### config.mk
export PLATFORM = sky130hd
export DESIGN_NAME = erase_range_walker
export DESIGN_NICKNAME = d
export VERILOG_FILES = /design/src/rtl/erw_pkg.sv /design/src/rtl/erw_req_check.sv /design/src/rtl/erw_step.sv /design/src/rtl/erase_range_walker.sv
export SDC_FILE = /design/constraint.sdc
export NUM_CORES = 1
export LEC_CHECK = 0
export ABC_CLOCK_PERIOD_IN_PS = 6200
export BUFFER_PORTS_ARGS = -buffer_cell sky130_fd_sc_hd__buf_4
export CAP_MARGIN = 25
export CORE_ASPECT_RATIO = 2
export CORE_UTILIZATION = 40
export DETAILED_ROUTE_END_ITERATION = 6
export HOLD_SLACK_MARGIN = 0.02
export PLACE_DENSITY = 0.72
export RECOVER_POWER = 25
export SETUP_SLACK_MARGIN = 0.05
export SLEW_MARGIN = 20
export SYNTH_ARGS = -nofsm -noshare
export SYNTH_HDL_FRONTEND = slang
export SYNTH_SLANG_ARGS = --single-unit
### constraint.sdc
create_clock -name clk -period 6.2 [get_ports clk]
set_clock_uncertainty 0.2 [all_clocks]
set_input_delay 0.62 -clock clk [delete_from_list [all_inputs] [get_ports clk]]
set_output_delay 0.62 -clock clk [all_outputs]
set_load 0.01 [all_outputs]
### src/rtl/erw_pkg.sv
package erw_pkg;
    typedef enum logic [1:0] {
        ST_IDLE  = 2'd0,
        ST_CHECK = 2'd1,
        ST_ISSUE = 2'd2,
        ST_WAIT  = 2'd3
    } erw_state_e;
endpackage

### src/rtl/erw_req_check.sv
module erw_req_check #(
    parameter int ADDR_W      = 32,
    parameter int BLOCK_SHIFT = 17,
    parameter int SPAN_SHIFT  = 23,
    parameter int DEV_SHIFT   = 22,
    parameter int ILV_LOG2    = 1,
    parameter int NUM_CHIPS   = 4,
    parameter int CHIP_W      = 2
) (
    input  logic [ADDR_W-1:0]     addr,
    input  logic [ADDR_W-1:0]     len,
    output logic                  bad,
    output logic                  empty,
    output logic [CHIP_W-1:0]     chip,
    output logic [SPAN_SHIFT-1:0] ofs
);
    localparam logic [ADDR_W:0] TOTAL_BYTES =
        (ADDR_W+1)'(NUM_CHIPS) << (DEV_SHIFT + ILV_LOG2);

    logic [ADDR_W:0]   end_addr;
    logic [ADDR_W-1:0] chip_full;
    logic              misalign;

    always_comb begin
        misalign  = (|addr[BLOCK_SHIFT-1:0]) || (|len[BLOCK_SHIFT-1:0]);
        end_addr  = {1'b0, addr} + {1'b0, len};
        bad       = misalign || (end_addr > TOTAL_BYTES);
        chip_full = addr >> SPAN_SHIFT;
        empty     = (len == '0) || (chip_full >= ADDR_W'(NUM_CHIPS));
        chip      = chip_full[CHIP_W-1:0];
        ofs       = addr[SPAN_SHIFT-1:0];
    end
endmodule

### src/rtl/erw_step.sv
module erw_step #(
    parameter int ADDR_W      = 32,
    parameter int BLOCK_SHIFT = 17,
    parameter int SPAN_SHIFT  = 23,
    parameter int NUM_CHIPS   = 4,
    parameter int CHIP_W      = 2
) (
    input  logic [CHIP_W-1:0]     chip,
    input  logic [SPAN_SHIFT-1:0] ofs,
    input  logic [ADDR_W-1:0]     len,
    output logic [CHIP_W-1:0]     nxt_chip,
    output logic [SPAN_SHIFT-1:0] nxt_ofs,
    output logic [ADDR_W-1:0]     nxt_len,
    output logic                  finished
);
    localparam logic [SPAN_SHIFT:0] OFS_STEP = (SPAN_SHIFT+1)'(1) << BLOCK_SHIFT;
    localparam logic [ADDR_W-1:0]   LEN_STEP = ADDR_W'(1) << BLOCK_SHIFT;

    logic [SPAN_SHIFT:0] ofs_sum;
    logic [CHIP_W:0]     chip_inc;
    logic                wrap;

    always_comb begin
        ofs_sum  = {1'b0, ofs} + OFS_STEP;
        wrap     = ofs_sum[SPAN_SHIFT];
        chip_inc = {1'b0, chip} + (CHIP_W+1)'(1);
        nxt_len  = len - LEN_STEP;
        nxt_ofs  = wrap ? '0 : ofs_sum[SPAN_SHIFT-1:0];
        nxt_chip = wrap ? chip_inc[CHIP_W-1:0] : chip;
        finished = (nxt_len == '0) ||
                   (wrap && (chip_inc == (CHIP_W+1)'(NUM_CHIPS)));
    end
endmodule

### src/rtl/erase_range_walker.sv
module erase_range_walker
    import erw_pkg::*;
#(
    parameter int ADDR_W      = 32,
    parameter int BLOCK_SHIFT = 17,
    parameter int CHIP_SHIFT  = 22,
    parameter int DEV_SHIFT   = 22,
    parameter int ILV_LOG2    = 1,
    parameter int NUM_CHIPS   = 4,
    localparam int SPAN_SHIFT = CHIP_SHIFT + ILV_LOG2,
    localparam int CHIP_W     = (NUM_CHIPS > 1) ? $clog2(NUM_CHIPS) : 1
) (
    input  logic                  clk,
    input  logic                  rst_n,
    input  logic                  req_valid,
    output logic                  req_ready,
    input  logic [ADDR_W-1:0]     req_addr,
    input  logic [ADDR_W-1:0]     req_len,
    output logic                  cmd_valid,
    input  logic                  cmd_ready,
    output logic [CHIP_W-1:0]     cmd_chip,
    output logic [SPAN_SHIFT-1:0] cmd_offset,
    input  logic                  rsp_valid,
    input  logic                  rsp_err,
    output logic                  done_pulse,
    output logic                  reject_pulse,
    output logic                  abort_pulse
);
    typedef struct packed {
        erw_state_e            st;
        logic [ADDR_W-1:0]     addr;
        logic [ADDR_W-1:0]     len;
        logic [CHIP_W-1:0]     chip;
        logic [SPAN_SHIFT-1:0] ofs;
        logic                  done;
        logic                  reject;
        logic                  abort;
    } walk_regs_t;

    walk_regs_t r_d, r_q;

    logic                  chk_bad, chk_empty;
    logic [CHIP_W-1:0]     chk_chip;
    logic [SPAN_SHIFT-1:0] chk_ofs;
    logic [CHIP_W-1:0]     stp_chip;
    logic [SPAN_SHIFT-1:0] stp_ofs;
    logic [ADDR_W-1:0]     stp_len;
    logic                  stp_fin;

    erw_req_check #(
        .ADDR_W(ADDR_W), .BLOCK_SHIFT(BLOCK_SHIFT), .SPAN_SHIFT(SPAN_SHIFT),
        .DEV_SHIFT(DEV_SHIFT), .ILV_LOG2(ILV_LOG2), .NUM_CHIPS(NUM_CHIPS),
        .CHIP_W(CHIP_W)
    ) u_check (
        .addr(r_q.addr), .len(r_q.len),
        .bad(chk_bad), .empty(chk_empty), .chip(chk_chip), .ofs(chk_ofs)
    );

    erw_step #(
        .ADDR_W(ADDR_W), .BLOCK_SHIFT(BLOCK_SHIFT), .SPAN_SHIFT(SPAN_SHIFT),
        .NUM_CHIPS(NUM_CHIPS), .CHIP_W(CHIP_W)
    ) u_step (
        .chip(r_q.chip), .ofs(r_q.ofs), .len(r_q.len),
        .nxt_chip(stp_chip), .nxt_ofs(stp_ofs), .nxt_len(stp_len),
        .finished(stp_fin)
    );

    always_comb begin
        r_d        = r_q;
        r_d.done   = 1'b0;
        r_d.reject = 1'b0;
        r_d.abort  = 1'b0;
        unique case (r_q.st)
            ST_IDLE: begin
                if (req_valid) begin
                    r_d.addr = req_addr;
                    r_d.len  = req_len;
                    r_d.st   = ST_CHECK;
                end
            end
            ST_CHECK: begin
                if (chk_bad) begin
                    r_d.reject = 1'b1;
                    r_d.st     = ST_IDLE;
                end else if (chk_empty) begin
                    r_d.done = 1'b1;
                    r_d.st   = ST_IDLE;
                end else begin
                    r_d.chip = chk_chip;
                    r_d.ofs  = chk_ofs;
                    r_d.st   = ST_ISSUE;
                end
            end
            ST_ISSUE: begin
                if (cmd_ready) r_d.st = ST_WAIT;
            end
            ST_WAIT: begin
                if (rsp_valid) begin
                    if (rsp_err) begin
                        r_d.abort = 1'b1;
                        r_d.st    = ST_IDLE;
                    end else begin
                        r_d.chip = stp_chip;
                        r_d.ofs  = stp_ofs;
                        r_d.len  = stp_len;
                        if (stp_fin) begin
                            r_d.done = 1'b1;
                            r_d.st   = ST_IDLE;
                        end else begin
                            r_d.st = ST_ISSUE;
                        end
                    end
                end
            end
            default: r_d.st = ST_IDLE;
        endcase
    end

    always_ff @(posedge clk or negedge rst_n) begin
        if (!rst_n) r_q <= '0;
        else        r_q <= r_d;
    end

    assign req_ready    = (r_q.st == ST_IDLE);
    assign cmd_valid    = (r_q.st == ST_ISSUE);
    assign cmd_chip     = r_q.chip;
    assign cmd_offset   = r_q.ofs;
    assign done_pulse   = r_q.done;
    assign reject_pulse = r_q.reject;
    assign abort_pulse  = r_q.abort;
endmodule

==> impl_metrics.yaml <==
run_status:
  outcome: "complete, but fails checks"
  violations: "capacitance limit, slew limit"
drt:
  dr.first_iter.drc_count: 260
  wl_per_cell_um: 18.0
  vias: 6112
  final_antenna_net_count: 0
  wirelength_mm: 19.1
  met2WireLength_mm: 10.7
  routed.top_layer: "met4"
  met3_length_um: 524
  drcViolationCount: 0
  via_per_inst: 5.76
  detail_route.wirelength.met1_mm: 6.82
  drtPass1Iterations: 5
synthesis:
  synthFlopType: "dfrtp_1"
  avgSynthCellArea_um2: 8.10
  synth_fp_nets: 912
  synth_edf_count: 0
  synth_cell_types: 76
  synth-seq-area-share_pct: 36.0
  syn_inst: 806
  ys_async_sr_fraction_pct: 100
  yosysWarningCount: 0
  syn_area_mm2: 0.00653
  synth-seq-cells: 94
setup_path:
  cpPeakStageDelay_ps: 660
  arrival_ps: 4640
  crit_chain: "ha_1 > fa_1 > xor2_1 > a2111oi_0 > nand4_1 > or4_1 > nor4_1 > a31oi_1 > nor4_4 > nor2_2 > and2_1"
  cp-start-kind: "register"
  worst_path_max_delay_cell: "nor4_4"
  critPathKind: "reg2reg"
  crit_fanout: 17
  cp.required_ps: 6240
  reg2reg_depth: 11
  end_kind: "register"
cts:
  clock_sinks: 94
  numCtsBuffers: 9
  cts_hold_buf: 0
  cts_resized: 0
  post-cts-setup-buffers: 0
  cts_tree: "built"
  htree_num_levels: 3
  cts_root_buffer: "clkbuf_16"
  cts.path.max_buffers: 2
  clock_latency_ps: 360
  clkTransAtPathRegs_ps: 70
finish:
  mostFrequentLayoutCells: "nand2_1 (215), dfrtp_1 (94), buf_4 (87)"
  seqCellArea_mm2: 0.00235
  syn_to_final_growth_pct: 14.0
  multiInputGateArea_mm2: 0.00376
  postLayoutCoreUtil_pct: 46.9
  drive_gt1_share_pct: 15.1
  finalNetCount: 961
  num-fill-cells: 1582
  diodes: 0
  fin_area_mm2: 0.00744
  mostFrequentLayoutCell: "nand2_1"
placement:
  portBuffers: 99
  place_area_mm2: 0.00718
  gp_congestion: 0.940
  dpl.hpwl_mm: 14.7
floorplanning:
  chipWidth_um: 92.3
  fp-row-count: 65
  die-area_mm2: 0.0169
  fp.coreArea_mm2: 0.0159
  num_io_pins: 100
  die_h_um: 183
  initial_core_util_pct: 41.2
global_route:
  grt_antenna_before_repair: 0
  grt_max_degree: 62
  grt_usage_pct: 23.5
  grt_pass1_wl_mm: 30.5
  grt_pass1_vias: 5994
  overflow: 0
sta:
  slew_viol_final: 40
  final_hold_viol_count: 0
  worst_slew_pin_slew_ps: 2090
  finalSetupViolations: 0
  setup-tns-final_ps: 0
  fin_crit_ps: 4600
  period_share_pct: 74.2
  slew_headroom_pct: -39.6
  rsz0062_at_grt: "no"
  fmax_mhz: 217
run:
  cap_violations: 1
power_and_ir_drop:
  leakage_uw: 0.00354
  powerDensity_mw_per_mm2: 381
  ir_worst_vdd_uv: 151
hold_path:
  min-delay-path-class: "in2reg"
  hold_depth: 3
-- layer usage --
| layer | global-route usage (%) | vias to the layer above |
|---|---|---|
| met5 | 0 | - |
| met1 | 23.6 | 2943 |
| li1 | - | 2942 |
| met4 | 14.8 | 0 |
| met2 | 44.8 | 167 |
| met3 | 2.33 | 60 |
-- through the flow --
step           cells  worst slack (ps)  total power, µW  hold WS, ps
6_report        1061              1600             2830          254
5_1_grt         1061              1240             3020          262
4_1_cts         1060              1670             2820         39.8
3_5_place_dp    1044              1710             2240          275
3_3_place_gp    1044              1800             2230          274
2_1_floorplan    806              2530             1870          124
-- registers in the layout, indices dropped and copies added, names as in the netlist --
register,cells
r_q,66
reject_pulse,1
cmd_chip,2
abort_pulse,1
cmd_offset,23
done_pulse,1
-- layout make-up --
cell class | instances | share of cell area (%)
clock buffers | 10 | 3.21
clock inverters | 6 | 0.824
inverters | 14 | 0.706
multi-input cells | 633 | 50.5
flip-flops and latches | 94 | 31.6
well taps | 201 | 3.38
repair buffers | 103 | 9.80
-- kinds of logic (layout without fill, tap and decap cells) --
group | Yosys count | count (layout) | synth area share (%)
simple gates | 371 | 371 | 26.6
mux | 9 | 9 | 1.42
compound gates | 202 | 202 | 20.5
fa+ha+maj | 36 | 36 | 7.02
flops | 94 | 94 | 36.0
xor+xnor | 15 | 15 | 2.01
buf+inv | 79 | 133 | 6.48
-- worst paths after layout --
path / endpoint / start / slack [ps]
setup / recovery: cmd_offset[6] / r_q[28] / 1600
hold / removal: r_q[36] / req_len[8] / 250
setup reg to reg: cmd_offset[6] / r_q[28] / 1600
hold reg to reg: cmd_offset[7] / cmd_offset[7] / 290
max in group asynchronous: cmd_offset[18] / rst_n / 3440
min in group asynchronous: r_q[88] / rst_n / 660
-- worst max-delay path: cells and delay by family, from the launching register on --
family          cells  cell delay [ps]
fa+ha+maj           2              670
flops               1              400
xor+xnor            1              170
compound gates      2              740
simple gates        6             2300
-- Yosys cell counts (3+ instances only) --
master / n / share of area, %
nand2_1: 216 / 12
dfrtp_1: 94 / 36
a21oi_1: 68 / 5.2
ha_1: 35 / 6.7
o21ai_0: 34 / 2.6
nor2_1: 33 / 1.9
buf_4: 27 / 3.1
and2_1: 21 / 2.0
clkbuf_1: 19 / 1.1
nand3_1: 18 / 1.4
nand4_1: 15 / 1.4
buf_2: 14 / 1.1
inv_1: 14 / 0.81
nor4_1: 13 / 1.2
or3_1: 11 / 1.1
a21o_1: 10 / 1.2
o21a_1: 9 / 1.0
o211ai_1: 8 / 0.92
xor2_1: 8 / 1.1
and3_1: 7 / 0.67
mux2i_1: 7 / 1.1
nor3_1: 7 / 0.54
xnor2_1: 7 / 0.94
a211oi_1: 6 / 0.69
a211o_1: 5 / 0.67
a31oi_1: 5 / 0.48
o21ai_1: 5 / 0.38
o22ai_1: 5 / 0.48
a21oi_2: 4 / 0.54
a32oi_1: 4 / 0.54
buf_1: 4 / 0.23
nand2b_1: 4 / 0.38
nor2b_1: 4 / 0.38
or4_1: 4 / 0.46
a211oi_2: 3 / 0.58
and4_1: 3 / 0.40
nor3_2: 3 / 0.46
o221ai_1: 3 / 0.40
o31ai_1: 3 / 0.35
-- report_power, final --
group	switching (µW)	internal, µW
Sequential	173	726
Clock	241	322
Combinational	841	531
Note: power is estimated with default switching activity, not from simulation.
